--- config.mk ---
export PLATFORM = sky130hd
export DESIGN_NAME = mbx_ctrl
export DESIGN_NICKNAME = d
export VERILOG_FILES = /design/src/rtl/mbx_pkg.sv /design/src/rtl/mbx_decode.sv /design/src/rtl/mbx_slot.sv /design/src/rtl/mbx_status.sv /design/src/rtl/mbx_ctrl.sv
export SDC_FILE = /design/constraint.sdc
export NUM_CORES = 1
export LEC_CHECK = 0
export BUFFER_PORTS_ARGS = -buffer_cell sky130_fd_sc_hd__buf_2
export CORE_MARGIN = 2
export CORE_UTILIZATION = 50
export DETAILED_ROUTE_END_ITERATION = 8
export PLACE_DENSITY_LB_ADDON = 0.15
export SLEW_MARGIN = 10
export SYNTH_ARGS = -nofsm -noshare
export SYNTH_HDL_FRONTEND = slang
export SYNTH_SLANG_ARGS = --single-unit
--- constraint.sdc ---
create_clock -name clk -period 7.49 [get_ports clk]
set_clock_uncertainty 0.15 [all_clocks]
set_input_delay 1.498 -clock clk [delete_from_list [all_inputs] [get_ports clk]]
set_output_delay 1.498 -clock clk [all_outputs]
set_load 0.03 [all_outputs]
--- src/rtl/mbx_pkg.sv ---
package mbx_pkg;
  localparam int ADDR_W   = 10;
  localparam int IDX_W    = 5;
  localparam int BUS_W    = 32;

  localparam logic [3:0] OFF_OWN  = 4'd0;
  localparam logic [3:0] OFF_RCV  = 4'd1;
  localparam logic [3:0] OFF_MODE = 4'd2;
  localparam logic [3:0] OFF_ENA  = 4'd3;
  localparam logic [3:0] OFF_SEND = 4'd4;

  localparam logic [3:0] OFF_RAW  = 4'd0;
  localparam logic [3:0] OFF_MSKD = 4'd1;
  localparam logic [3:0] OFF_CFG  = 4'd2;

  typedef enum logic [1:0] {
    SEND_IDLE = 2'b00,
    SEND_MSG  = 2'b01,
    SEND_ACK  = 2'b10,
    SEND_RSV  = 2'b11
  } send_e;

  function automatic logic [1:0] norm_send(input logic [1:0] code);
    return (code == SEND_RSV) ? SEND_IDLE : code;
  endfunction

  function automatic logic raw_hit(input logic [1:0] code, input logic rcv_bit,
                                   input logic own_bit);
    return ((code == SEND_MSG) && rcv_bit) || ((code == SEND_ACK) && own_bit);
  endfunction

  function automatic logic bit_at(input logic [31:0] vec, input logic [IDX_W-1:0] idx);
    return vec[idx];
  endfunction

  function automatic logic [31:0] cfg_word(input int n_mbox, input int n_data);
    logic [5:0] nm;
    logic [2:0] nd;
    nm = 6'(n_mbox);
    nd = 3'(n_data);
    return {21'd0, nd, 2'd0, nm};
  endfunction
endpackage

--- src/rtl/mbx_decode.sv ---
module mbx_decode
  import mbx_pkg::*;
#(
  parameter int NUM_MBOX = 4
) (
  input  logic              bus_sel,
  input  logic              bus_wr,
  input  logic [ADDR_W-1:0] bus_addr,
  output logic              dec_stat,
  output logic [IDX_W-1:0]  dec_idx,
  output logic [3:0]        dec_off,
  output logic [NUM_MBOX-1:0] mbox_wr
);
  assign dec_stat = bus_addr[9];
  assign dec_idx  = bus_addr[8:4];
  assign dec_off  = bus_addr[3:0];

  for (genvar m = 0; m < NUM_MBOX; m++) begin : g_wr
    assign mbox_wr[m] = bus_sel && bus_wr && !dec_stat && (dec_idx == IDX_W'(m));
  end
endmodule

--- src/rtl/mbx_slot.sv ---
module mbx_slot
  import mbx_pkg::*;
#(
  parameter int NUM_CORE = 4,
  parameter int NUM_DATA = 2,
  parameter int DATA_W   = 32,
  localparam int DSTORE  = (NUM_DATA == 0) ? 1 : NUM_DATA
) (
  input  logic                     clk,
  input  logic                     rst_n,
  input  logic                     wr_en,
  input  logic [3:0]               wr_off,
  input  logic [DATA_W-1:0]        wdata,
  input  logic [IDX_W-1:0]         req_core,
  output logic [NUM_CORE-1:0]      own_o,
  output logic [NUM_CORE-1:0]      rcv_o,
  output logic [NUM_CORE-1:0]      ena_o,
  output logic [1:0]               mode_o,
  output logic [1:0]               send_o,
  output logic [DSTORE*DATA_W-1:0] data_o,
  output logic                     ev_claim_o,
  output logic                     ev_claim_rej_o,
  output logic                     ev_release_o,
  output logic                     ev_blocked_o
);
  logic [NUM_CORE-1:0] own_q, rcv_q, ena_q;
  logic [1:0]          mode_q, send_q;
  logic [DATA_W-1:0]   data_q [DSTORE];

  logic is_free, is_owner, wr_own, wr_zero, may_edit, guarded_off;
  logic [2:0] word_idx;

  assign is_free     = (own_q == '0);
  assign is_owner    = bit_at(32'(own_q), req_core);
  assign wr_own      = wr_en && (wr_off == OFF_OWN);
  assign wr_zero     = (wdata[NUM_CORE-1:0] == '0);
  assign may_edit    = is_free || is_owner;
  assign word_idx    = wr_off[2:0];
  assign guarded_off = (wr_off == OFF_RCV) || (wr_off == OFF_ENA) || wr_off[3];

  assign ev_claim_o     = wr_own && is_free && !wr_zero;
  assign ev_claim_rej_o = wr_own && !is_free && !wr_zero;
  assign ev_release_o   = wr_own && wr_zero;
  assign ev_blocked_o   = wr_en && !may_edit && guarded_off;

  always_ff @(posedge clk) begin
    if (!rst_n || ev_release_o) begin
      own_q  <= '0;
      rcv_q  <= '0;
      ena_q  <= '0;
      mode_q <= '0;
      send_q <= '0;
    end else if (wr_en) begin
      if (ev_claim_o) own_q <= wdata[NUM_CORE-1:0];
      if (may_edit && (wr_off == OFF_RCV)) rcv_q <= wdata[NUM_CORE-1:0];
      if (may_edit && (wr_off == OFF_ENA)) ena_q <= wdata[NUM_CORE-1:0];
      if (wr_off == OFF_MODE) mode_q <= wdata[1:0];
      if (wr_off == OFF_SEND) send_q <= norm_send(wdata[1:0]);
    end
  end

  for (genvar d = 0; d < DSTORE; d++) begin : g_word
    if (d < NUM_DATA) begin : g_real
      always_ff @(posedge clk) begin
        if (!rst_n || ev_release_o) begin
          data_q[d] <= '0;
        end else if (wr_en && may_edit && wr_off[3] && (word_idx == 3'(d))) begin
          data_q[d] <= wdata;
        end
      end
    end else begin : g_none
      always_ff @(posedge clk) data_q[d] <= '0;
    end
    assign data_o[d*DATA_W +: DATA_W] = data_q[d];
  end

  assign own_o  = own_q;
  assign rcv_o  = rcv_q;
  assign ena_o  = ena_q;
  assign mode_o = mode_q;
  assign send_o = send_q;
endmodule

--- src/rtl/mbx_status.sv ---
module mbx_status
  import mbx_pkg::*;
#(
  parameter int NUM_MBOX = 4,
  parameter int NUM_CORE = 4
) (
  input  logic [2*NUM_MBOX-1:0]        send_flat,
  input  logic [NUM_MBOX*NUM_CORE-1:0] own_flat,
  input  logic [NUM_MBOX*NUM_CORE-1:0] rcv_flat,
  input  logic [NUM_MBOX*NUM_CORE-1:0] ena_flat,
  output logic [NUM_CORE*NUM_MBOX-1:0] raw_flat,
  output logic [NUM_CORE*NUM_MBOX-1:0] masked_flat,
  output logic [NUM_CORE-1:0]          irq_o
);
  for (genvar c = 0; c < NUM_CORE; c++) begin : g_core
    for (genvar m = 0; m < NUM_MBOX; m++) begin : g_mbox
      assign raw_flat[c*NUM_MBOX + m] = raw_hit(send_flat[2*m +: 2],
                                                rcv_flat[m*NUM_CORE + c],
                                                own_flat[m*NUM_CORE + c]);
      assign masked_flat[c*NUM_MBOX + m] = raw_flat[c*NUM_MBOX + m] &&
                                           ena_flat[m*NUM_CORE + c];
    end
    assign irq_o[c] = |masked_flat[c*NUM_MBOX +: NUM_MBOX];
  end
endmodule

--- src/rtl/mbx_ctrl.sv ---
module mbx_ctrl
  import mbx_pkg::*;
#(
  parameter int NUM_MBOX = 4,
  parameter int NUM_CORE = 4,
  parameter int NUM_DATA = 2,
  localparam int DATA_W  = BUS_W,
  localparam int DSTORE  = (NUM_DATA == 0) ? 1 : NUM_DATA
) (
  input  logic              clk,
  input  logic              rst_n,
  input  logic              bus_sel,
  input  logic              bus_wr,
  input  logic [ADDR_W-1:0] bus_addr,
  input  logic [IDX_W-1:0]  bus_core,
  input  logic [BUS_W-1:0]  bus_wdata,
  output logic [BUS_W-1:0]  bus_rdata,
  output logic [NUM_CORE-1:0] irq
);
  logic                         dec_stat;
  logic [IDX_W-1:0]             dec_idx;
  logic [3:0]                   dec_off;
  logic [NUM_MBOX-1:0]          mbox_wr;
  logic [NUM_MBOX*NUM_CORE-1:0] own_flat, rcv_flat, ena_flat;
  logic [2*NUM_MBOX-1:0]        send_flat, mode_flat;
  logic [NUM_MBOX*DSTORE*DATA_W-1:0] data_flat;
  logic [NUM_CORE*NUM_MBOX-1:0] raw_flat, masked_flat;
  logic [NUM_MBOX-1:0]          ev_claim, ev_claim_rej, ev_release, ev_blocked;
  logic [BUS_W-1:0]             rd_val;

  mbx_decode #(.NUM_MBOX(NUM_MBOX)) u_dec (
    .bus_sel(bus_sel), .bus_wr(bus_wr), .bus_addr(bus_addr),
    .dec_stat(dec_stat), .dec_idx(dec_idx), .dec_off(dec_off), .mbox_wr(mbox_wr)
  );

  for (genvar m = 0; m < NUM_MBOX; m++) begin : g_slot
    mbx_slot #(.NUM_CORE(NUM_CORE), .NUM_DATA(NUM_DATA), .DATA_W(DATA_W)) u_slot (
      .clk(clk), .rst_n(rst_n), .wr_en(mbox_wr[m]), .wr_off(dec_off),
      .wdata(bus_wdata), .req_core(bus_core),
      .own_o(own_flat[m*NUM_CORE +: NUM_CORE]),
      .rcv_o(rcv_flat[m*NUM_CORE +: NUM_CORE]),
      .ena_o(ena_flat[m*NUM_CORE +: NUM_CORE]),
      .mode_o(mode_flat[2*m +: 2]),
      .send_o(send_flat[2*m +: 2]),
      .data_o(data_flat[m*DSTORE*DATA_W +: DSTORE*DATA_W]),
      .ev_claim_o(ev_claim[m]), .ev_claim_rej_o(ev_claim_rej[m]),
      .ev_release_o(ev_release[m]), .ev_blocked_o(ev_blocked[m])
    );
  end

  mbx_status #(.NUM_MBOX(NUM_MBOX), .NUM_CORE(NUM_CORE)) u_stat (
    .send_flat(send_flat), .own_flat(own_flat), .rcv_flat(rcv_flat),
    .ena_flat(ena_flat), .raw_flat(raw_flat), .masked_flat(masked_flat),
    .irq_o(irq)
  );

  always_comb begin
    rd_val = '0;
    if (bus_sel && !bus_wr) begin
      if (dec_stat) begin
        if (dec_off == OFF_CFG) rd_val = cfg_word(NUM_MBOX, NUM_DATA);
        for (int c = 0; c < NUM_CORE; c++) begin
          if (dec_idx == IDX_W'(c)) begin
            if (dec_off == OFF_RAW)
              rd_val[NUM_MBOX-1:0] = raw_flat[c*NUM_MBOX +: NUM_MBOX];
            if (dec_off == OFF_MSKD)
              rd_val[NUM_MBOX-1:0] = masked_flat[c*NUM_MBOX +: NUM_MBOX];
          end
        end
      end else begin
        for (int m = 0; m < NUM_MBOX; m++) begin
          if (dec_idx == IDX_W'(m)) begin
            case (dec_off)
              OFF_OWN:  rd_val[NUM_CORE-1:0] = own_flat[m*NUM_CORE +: NUM_CORE];
              OFF_RCV:  rd_val[NUM_CORE-1:0] = rcv_flat[m*NUM_CORE +: NUM_CORE];
              OFF_ENA:  rd_val[NUM_CORE-1:0] = ena_flat[m*NUM_CORE +: NUM_CORE];
              OFF_MODE: rd_val[1:0] = mode_flat[2*m +: 2];
              OFF_SEND: rd_val[1:0] = send_flat[2*m +: 2];
              default: begin
                for (int d = 0; d < NUM_DATA; d++) begin
                  if (dec_off == 4'(8 + d))
                    rd_val = data_flat[(m*DSTORE + d)*DATA_W +: DATA_W];
                end
              end
            endcase
          end
        end
      end
    end
  end

  assign bus_rdata = rd_val;
endmodule

* Word level (Yosys, flattened, before mapping) *
Memories as Yosys holds them, arrays and structs flattened.
Cells that the tools add are included.

cells by class
  $lt $le $gt $ge = 1
  equality and inequality tests = 19
  muxes and demuxes = 90
  bitwise logic cells = 8
  reductions and logical operators = 157

operator list
  operator                                              count
  2-to-1 mux 32 bit                                     24
  2-to-1 mux 28 bit                                     4
  logical AND 1 bit                                     95
  2-to-1 mux 4 bit                                      12
  one-hot mux 2 bit (5 select lines)                    4
  AND reduction 2 bit                                   20
  2-to-1 mux 1 bit                                      36
  one-hot mux 2 bit (4 select lines)                    4
  logical NOT 4 bit                                     6
  logical OR 1 bit                                      24
  binary-select mux 1 bit (select 5 bit)                4
  OR reduction 4 bit                                    4
  equality test 2 bit (second input constant)           5
  equality test 5 x 2 -> 1 bit (second input constant)  2
  2-to-1 mux 10 bit                                     1
  equality test 2 x 1 -> 1 bit (second input constant)  4
  equality test 4 x 2 -> 1 bit (second input constant)  2
  equality test 4 bit (second input constant)           2
  bitwise OR 1 bit                                      8
  < comparator 5 x 6 -> 1 bit (second input constant)   1
  equality test 5 x 1 -> 1 bit (second input constant)  1
  logical NOT 5 bit                                     1
  OR reduction 5 bit                                    1
  equality test 4 x 1 -> 1 bit (second input constant)  1
  other kinds (6)                                       9

word-level totals
  bits in registers = 64
  RAM bits = 256
  bits of input ports = 51
  output and inout bits = 36
  logic and storage cells = 299
  memories = 4

memories
  memory                   words  bits a word  rd ports  clocked after memory_dff  wr ports  line            RTL
  g_slot[0].u_slot.data_q  2      32           2         0                         2         mbx_slot.sv:28  logic [DATA_W-1:0] data_q [DSTORE];
  g_slot[1].u_slot.data_q  2      32           2         0                         2         mbx_slot.sv:28
  g_slot[2].u_slot.data_q  2      32           2         0                         2         mbx_slot.sv:28
  g_slot[3].u_slot.data_q  2      32           2         0                         2         mbx_slot.sv:28

* Logic depth before layout (Yosys ltp) *
Gate-level depths: netlist of the first run.

  word-level depth = 21
  depth in mapped cells = 9
  depth with buffers taken out = 5

* Hierarchy *
A second synthesis of the first run with hierarchy kept.

second synthesis, totals
  cells, all modules = 1594
  area total of the unflattened synthesis = 16887.4 µm²

by module, submodules not included
  module      instances  cells an instance  area an instance (µm²)
  mbx_slot    4          229                3194.3
  mbx_ctrl    1          576                3470.8
  mbx_status  1          84                 504.2
  mbx_decode  1          18                 135.1

* Worst setup path after synthesis of the first run *
No wires, ideal clock.

  path kind = input to register
  start point = input bus_addr[5]
  end point = memory g_slot[1].u_slot.data_q[0][0], enable pin
  library setup time = 466 ps
  data arrival time = 4910 ps
  required time = 6874 ps
  path slack = 1964 ps
  stages = 6
  path buffers = 2
  cells stage by stage = buf_6 nor4_4 nand2_4 or3_1 buf_6 o21ai_0

RTL lines
  item             line            RTL
  start, declared  mbx_ctrl.sv:14  input logic [ADDR_W-1:0] bus_addr,
  end, declared    mbx_slot.sv:28

* Worst setup path after layout of the first run *
  start point = input bus_addr[0]
  end point = output bus_rdata[2]

between the ends
  longest elaborated chain between the ends = 21

ends and longest elaborated chain
  item                                line            RTL
  equality test 4 bit                 mbx_ctrl.sv:81  if (dec_off == 4'(8 + d))
  2-to-1 mux 32 bit (2 in series)     mbx_ctrl.sv:81
  one-hot mux 2 bit (4 select lines)  mbx_ctrl.sv:73  case (dec_off)
  2-to-1 mux 32 bit                   mbx_ctrl.sv:72  if (dec_idx == IDX_W'(m)) begin
  2-to-1 mux 32 bit (2 in series)     mbx_ctrl.sv:81
  one-hot mux 2 bit (4 select lines)  mbx_ctrl.sv:73
  2-to-1 mux 32 bit                   mbx_ctrl.sv:72
  2-to-1 mux 32 bit                   mbx_ctrl.sv:60  if (dec_stat) begin
  2-to-1 mux 32 bit                   mbx_ctrl.sv:59  if (bus_sel && !bus_wr) begin
  2-to-1 mux 32 bit (2 in series)     mbx_ctrl.sv:81
  one-hot mux 2 bit (4 select lines)  mbx_ctrl.sv:73
  2-to-1 mux 32 bit                   mbx_ctrl.sv:72
  2-to-1 mux 32 bit (2 in series)     mbx_ctrl.sv:81
  one-hot mux 2 bit (4 select lines)  mbx_ctrl.sv:73
  2-to-1 mux 32 bit                   mbx_ctrl.sv:72
  2-to-1 mux 32 bit *                 mbx_ctrl.sv:60
  2-to-1 mux 32 bit *                 mbx_ctrl.sv:59
  end, declared                       mbx_ctrl.sv:17  output logic [BUS_W-1:0] bus_rdata,

Mark *: on every way between the ends. The rest lies on a longest branch, timed or not. The select of a mux whose other input is x is not followed.

==> results.py, run 1 <==
metrics = {
    "status": {
        "status": "completed",
    },
    "clock_tree": {
        "clock-sinks": 320,
        "clock_latency_ns": 0.54,
        "post_cts_resized": 0,
        "cts.path.max_buffers": 3,
        "htreeDepth": 2,
        "cts_buffers": 36,
        "path_clk_slew_ns": 0.06,
        "post_cts_buffers": 0,
        "clockRootBuffer": "clkbuf_16",
        "cts_tree": "built",
        "hold_buffers": 0,
    },
    "die": {
        "start_util_pct": 50.7,
        "dieArea_um2": 34400,
        "fp.coreArea_um2": 32500,
        "ios": 87,
        "rows": 66,
        "die_width_um": 185,
        "die_y_um": 185,
    },
    "yosys": {
        "yosys_warnings": 0,
        "synth-compound-area-share_pct": 10.7,
        "synth_edf_count": 256,
        "netlist_area_um2": 16400,
        "ys_seq_area_share_pct": 54.5,
        "syn_nets": 1440,
        "async_flop_share_pct": 0,
        "synthSimpleGateAreaFrac_pct": 18.9,
        "synth_xor_area_share_pct": 0.0533,
        "ys.flop_type": "edfxtp_1",
        "ys_ff_latch": 320,
        "synth_mux_area_share_pct": 12.0,
        "netlist_instances": 1389,
        "syn_avg_cell_area_um2": 11.8,
        "synthAdderAreaFrac_pct": 0,
        "synth_cell_type_count": 69,
        "synth_top_family_by_area": "simple AND/OR/NAND/NOR gates",
    },
    "power": {
        "p_int_uw": 2980,
        "pwr-share-comb_pct": 6.1,
        "vdd_ir_drop_max_v": 0.000171,
        "seqPwrFrac_pct": 50.3,
        "p_leak_uw": 0.00677,
        "p_sw_share_pct": 23.3,
        "p_switching_uw": 905,
        "report.power.total_uw": 3890,
        "clock_power_share_pct": 43.6,
        "cellPowerDensity_nw_per_um2": 213,
    },
    "hold_path": {
        "hp-class": "reg -> reg",
        "whs_path_depth": 2,
    },
    "sta": {
        "hold_viol": 0,
        "fmax_ghz": 0.168,
        "fin_crit_sh_pct": 79.4,
        "setup_viol": 0,
        "grt_setup_unrepaired": "no",
        "maxSlewHeadroom_pct": 40.5,
        "fin_hold_ws_ns": 0.339,
        "slew_violations": 0,
        "tightestPinTransition_ns": 0.891,
        "fin_tns_setup_ns": 0,
        "fin_crit_ns": 5.95,
        "fin_ws_ns": 1.54,
    },
    "drt": {
        "dr_total_vias": 11600,
        "routed_wirelength_um": 47100,
        "drt-vias-per-instance": 6.06,
        "drt_iter0_markers": 1086,
        "wl_per_cell_um": 24.7,
        "drc_errors": 0,
        "ant_nets": 0,
        "firstDrtPassIters": 5,
    },
    "final_layout": {
        "synthToLayoutAreaGrowth_pct": 11.1,
        "nets": 1488,
        "drive_gt1_share_pct": 19.4,
        "final_common_cell": "and2_1",
        "fillCellCount": 2706,
        "final_cell_mix": "261 x and2_1, 256 x edfxtp_1, 107 x mux2i_1, 92 x nand2_1, 85 x buf_2",
    },
    "grt": {
        "met2_usage_pct": 46.0,
        "grt_pass1_wl_um": 71200,
        "grtUsageMet1_pct": 37.7,
        "grt.total_usage_pct": 28.0,
        "grt_overflow": 0,
        "grt_busiest_layer": "met2",
        "grt_pass1_vias": 11500,
        "grt_max_degree": 75,
        "met3_usage_pct": 4.44,
        "grt_antenna_before_repair": 1,
    },
    "placement": {
        "port_buffers": 86,
        "post-dp-hpwl_um": 28400,
        "pre_cts_slack_ns": 1.70,
        "gp_congestion": 0.958,
    },
    "critical_path": {
        "cp_max_fo": 74,
        "crit_arrival_ns": 4.30,
        "r2r_cells": 5,
        "start_kind": "input pin",
        "critPathKind": "in -> out",
        "worstPathRequired_ns": 5.84,
        "setup.worst_path.end_class": "primary output",
    },
    "run": {
        "maxCapViolCount": 0,
    },
}
## state kept, by name, indices dropped and copies added, names as in the netlist
| name | count |
|---|---|
| g_slot.u_slot.mode_o | 8 |
| g_slot.u_slot.rcv_o | 16 |
| g_slot.u_slot.ena_o | 16 |
| g_slot.u_slot.data_q | 256 |
| g_slot.u_slot.own_o | 16 |
| g_slot.u_slot.send_o | 8 |
## power groups by stage
stage | Combinational [uW] | Clock (uW) | Sequential, uW
after floorplan | 141 | 0 | 2000
after global placement | 233 | 0 | 1990
after detailed placement | 235 | 0 | 1990
after CTS | 236 | 1720 | 1960
after global routing | 252 | 1790 | 1960
final | 237 | 1690 | 1960
## kinds of logic after synthesis
logic type,count (synthesis)
AND/OR/NAND/NOR,513
XOR/XNOR,1
AO/OA/AOI/OAI,258
buffers and inverters,114
flip-flops,320
multiplexers,183
## cell type report
cell class	count	area, um2	share of cell area (%)
Antenna cell	1	2.50	0.0137
Clock buffer	45	977	5.35
Clock inverter	19	156	0.856
Inverter	13	48.8	0.267
Multi-Input combinational cell	955	6940	38.0
Sequential cell	320	8970	49.1
Tap cell	442	553	3.03
Timing Repair Buffer	111	624	3.42
## metrics by stage
| step | utilization (%) | instances | area (um2) |
|---|---|---|---|
| after CTS | 56.3 | 1905 | 18300 |
| final | 56.3 | 1906 | 18300 |
| after global placement | 52.8 | 1841 | 17100 |
| after detailed placement | 52.8 | 1841 | 17100 |
| after floorplan | - | 1389 | 16400 |
| after global routing | 56.3 | 1905 | 18300 |
## layer usage
metal  part of all wire, %  vias up
met5                 0.028        -
met4                   3.2        2
met3                   6.7      115
met2                    48      448
met1                    42     5752
li1                      -     5238
## worst paths after layout
path | from | end | slack (ns)
max | bus_addr[0] | bus_rdata[2] | 1.54
min | g_slot[2].u_slot.ena_o[0] | g_slot[2].u_slot.ena_o[0] | 0.34
max reg2reg | g_slot[3].u_slot.own_o[0] | g_slot[3].u_slot.data_q[0][19] | 4.43
min reg2reg | g_slot[2].u_slot.ena_o[0] | g_slot[2].u_slot.ena_o[0] | 0.34
## cell usage after synthesis, drive strengths merged, types with 3 or more instances
cell type | count | area, um2
and2 | 261 | 1630
edfxtp | 256 | 7690
mux2i | 107 | 1070
nand2 | 93 | 357
mux2 | 72 | 811
buf | 68 | 455
dfxtp | 64 | 1280
o21ai | 64 | 335
nor2 | 49 | 211
a21oi | 41 | 205
a221oi | 39 | 342
o211ai | 35 | 263
clkbuf | 33 | 124
nor3 | 22 | 221
nor2b | 14 | 87.6
a22oi | 13 | 97.6
inv | 13 | 48.8
and3b | 12 | 105
nand3 | 12 | 72.6
nor4 | 10 | 108
a211oi | 9 | 67.6
a21o | 8 | 60.1
nor3b | 8 | 60.1
o21a | 7 | 52.6
o22ai | 7 | 43.8
or3 | 6 | 37.5
nand3b | 5 | 37.5
nor4b | 5 | 56.3
o221ai | 5 | 43.8
mux4 | 4 | 90.1
o31ai | 4 | 30.0
a22o | 3 | 26.3
a311oi | 3 | 26.3
nand2b | 3 | 18.8
nand4 | 3 | 18.8
o311ai | 3 | 26.3
o32ai | 3 | 26.3
or3b | 3 | 26.3
## worst max-delay path, cell delays in order
cell and delay, ns:
buf_6 0.51, inv_1 0.62, o221ai_1 0.40, a21oi_1 0.10, o311ai_0 0.62, o211ai_1 0.28, buf_2 0.25
(Power assumes the default switching activity.)
==> run 2: changes to the inputs <==
ABC_AREA = 1   (was not set)
clock period = 5.2 ns   (was 7.49 ns; I/O delays follow)
==> results.py, run 2 <==
metrics = {
    "yosys": {
        "synth_common_cells": "293 x nor2_1, 256 x edfxtp_1, 223 x nand2_1",
        "yosys_warnings": 0,
        "yosys.area.top_type": "edfxtp_1",
        "synth_edf_count": 256,
        "synth_cell_type_count": 51,
        "netlist_area_um2": 15500,
        "netlist_instances": 1605,
        "async_flop_share_pct": 0,
        "syn_avg_cell_area_um2": 9.63,
        "yosysMostFrequentCell": "nor2_1",
        "syn_nets": 1656,
        "synth.area.top_cells": "edfxtp_1 50%, dfxtp_1 8.3%, nor2_1 7.1%, nand2_1 5.4%, a21oi_1 4.8%",
        "ys_ff_latch": 320,
        "ys.flop_type": "edfxtp_1",
        "netlist.area_leader.share_pct": 49.7,
        "ys_seq_area_share_pct": 58.0,
    },
    "clock_tree": {
        "clock_latency_ns": 0.52,
        "post_cts_resized": 0,
        "cts_tree": "built",
        "clockRootBuffer": "clkbuf_16",
        "htreeDepth": 2,
        "cts_buffers": 36,
        "path_clk_slew_ns": 0.06,
        "post_cts_buffers": 0,
        "clock-sinks": 320,
        "hold_buffers": 0,
        "cts.path.max_buffers": 3,
    },
    "die": {
        "dieArea_um2": 32300,
        "die_width_um": 180,
        "start_util_pct": 50.7,
        "fp.coreArea_um2": 30500,
        "rows": 64,
        "ios": 87,
        "die_y_um": 180,
    },
    "drt": {
        "firstDrtPassIters": 8,
        "highest_layer": "met4",
        "dr_total_vias": 12700,
        "wl_met3_um": 4040,
        "wl_met2_um": 23300,
        "wl_met1_um": 21300,
        "ant_nets": 0,
        "drc_errors": 0,
        "wl_per_cell_um": 23.8,
        "drt_iter0_markers": 1403,
        "routed_wirelength_um": 50000,
        "drt-vias-per-instance": 6.05,
    },
    "grt": {
        "grt_antenna_before_repair": 0,
        "grt_max_degree": 62,
        "grt_pass1_vias": 12300,
        "grt.total_usage_pct": 30.6,
        "grt_pass1_wl_um": 75600,
        "grt_overflow": 0,
    },
    "critical_path": {
        "crit_arrival_ns": 3.69,
        "start_kind": "input pin",
        "r2r-end": "g_slot[0].u_slot.data_q[0][22]",
        "critical_path.max_stage_delay_ns": 0.52,
        "crit_chain": "buf_2, nor2_2, nand3_1, inv_1, buf_4, a21oi_1, or3_1, nand2_1, nand2_1, a21oi_1, buf_2",
        "crit_path_top_delay_cell": "inv_1",
        "cp_max_fo": 12,
        "r2r-start": "g_slot[0].u_slot.own_o[2]",
        "critPathLaunch": "bus_addr[8]",
        "worstPathRequired_ns": 4.01,
        "ff2ff_setup_slack_ns": 2.36,
        "r2r_cells": 9,
        "setup.worst_path.end_class": "primary output",
        "critPathKind": "in -> out",
        "crit_end": "bus_rdata[11]",
    },
    "power": {
        "p_switching_uw": 1280,
        "p_sw_share_pct": 22.7,
        "clock_power_share_pct": 43.8,
        "p_leak_uw": 0.00661,
        "seqPwrFrac_pct": 50.3,
        "p_int_uw": 4370,
        "cellPowerDensity_nw_per_um2": 324,
        "pwr-share-comb_pct": 5.8,
        "vdd_ir_drop_max_v": 0.000324,
    },
    "sta": {
        "fin_tns_setup_ns": 0,
        "hold_viol": 0,
        "fin_crit_ns": 4.88,
        "slew_violations": 0,
        "tightestPinTransition_ns": 1.00,
        "fin_crit_sh_pct": 93.8,
        "grt_setup_unrepaired": "no",
        "fmax_ghz": 0.205,
        "setup_viol": 0,
        "maxSlewHeadroom_pct": 33.1,
    },
    "final_layout": {
        "largest_reg_flops": 256,
        "synthToLayoutAreaGrowth_pct": 12.6,
        "num_antenna_cells": 0,
        "fin_util_pct": 57.1,
        "final-seq-area_um2": 8970,
        "final_common_cell": "nor2_1",
        "regMostFlops": "g_slot.u_slot.data_q",
        "drive_gt1_share_pct": 14.5,
        "multi_input_area_um2": 5440,
        "finalInstanceArea_um2": 17400,
        "fillCellCount": 2708,
        "final_cell_mix": "291 x nor2_1, 256 x edfxtp_1, 215 x nand2_1, 149 x a21oi_1, 117 x inv_1",
        "nets": 1730,
    },
    "placement": {
        "post-dp-hpwl_um": 32200,
        "place_area_um2": 16300,
        "port_buffers": 86,
        "gp_congestion": 0.973,
    },
    "hold_path": {
        "hp-class": "reg -> reg",
    },
    "status": {
        "status": "completed",
    },
    "run": {
        "maxCapViolCount": 0,
    },
}
==> run 2: changes by cell type in the layout (fill, tap and decap cells not counted), moves of 45 or more <==
cell,delta
mux2_2,-72
inv_1,+105
nor2_1,+251
nand2_1,+123
a21oi_1,+108
and2_1,-260
o22ai_1,+45
mux2i_1,-107
a22o_1,+53
==> run 2: cells by family (layout without fill, tap and decap cells) <==
| group | Yosys count | in the layout | synth area share (%) |
|---|---|---|---|
| AOI/OAI and AO/OA | 426 | 426 | 17.7 |
| buffers and inverters | 234 | 335 | 6.94 |
| DFF | 320 | 320 | 58.0 |
| and+or+nand+nor | 625 | 625 | 17.3 |
==> run 2: area by class of cell <==
cell class / count / share of cell area, %
Timing Repair Buffer: 133 / 4.86
Tap cell: 396 / 2.85
Clock inverter: 11 / 0.668
Clock buffer: 54 / 5.86
Sequential cell: 320 / 51.5
Inverter: 137 / 2.98
Multi-Input combinational cell: 1051 / 31.3
==> run 2: stage by stage <==
step	hold slack (ns)	power, uW	instances	worst slack [ns]
3_3_place_gp	0.300	3210	2037	0.332
4_1_cts	0.319	5660	2102	0.342
6_report	0.320	5640	2102	0.322
5_1_grt	0.342	5790	2102	0.289
2_1_floorplan	0.286	3080	1605	1.21
3_5_place_dp	0.306	3220	2037	0.355
==> run 2: worst max-delay path, delay by kind of cell <==
kind            cells  cell delay, ns
buf+inv             4            1.26
simple gates        5            0.99
compound gates      2            0.38
==> run 2: worst min-delay path by stage <==
stage,from,end,slack [ns],depth (start not counted)
2_1_floorplan,g_slot[3].u_slot.ena_o[2],g_slot[3].u_slot.ena_o[2],0.29,2
5_1_grt,g_slot[2].u_slot.mode_o[0],g_slot[2].u_slot.mode_o[0],0.34,2
6_report,g_slot[1].u_slot.mode_o[0],g_slot[1].u_slot.mode_o[0],0.32,2
3_5_place_dp,g_slot[1].u_slot.mode_o[0],g_slot[1].u_slot.mode_o[0],0.31,2
3_3_place_gp,g_slot[2].u_slot.mode_o[0],g_slot[2].u_slot.mode_o[0],0.30,2
4_1_cts,g_slot[1].u_slot.mode_o[0],g_slot[1].u_slot.mode_o[0],0.32,2
==> run 2: metal layers <==
metal  track usage, %  vias up
met5                0        -
met3             3.97       94
met4             9.72        0
met1             43.1     6204
met2             49.6      618
li1                 -     5805
==> run 2: power groups by stage <==
stage	clock (uW)	sequential, uW	combinational [uW]
after global placement	0	2890	323
after global routing	2590	2850	354
after detailed placement	0	2890	325
after floorplan	0	2890	186
final	2470	2840	330
after CTS	2490	2840	327
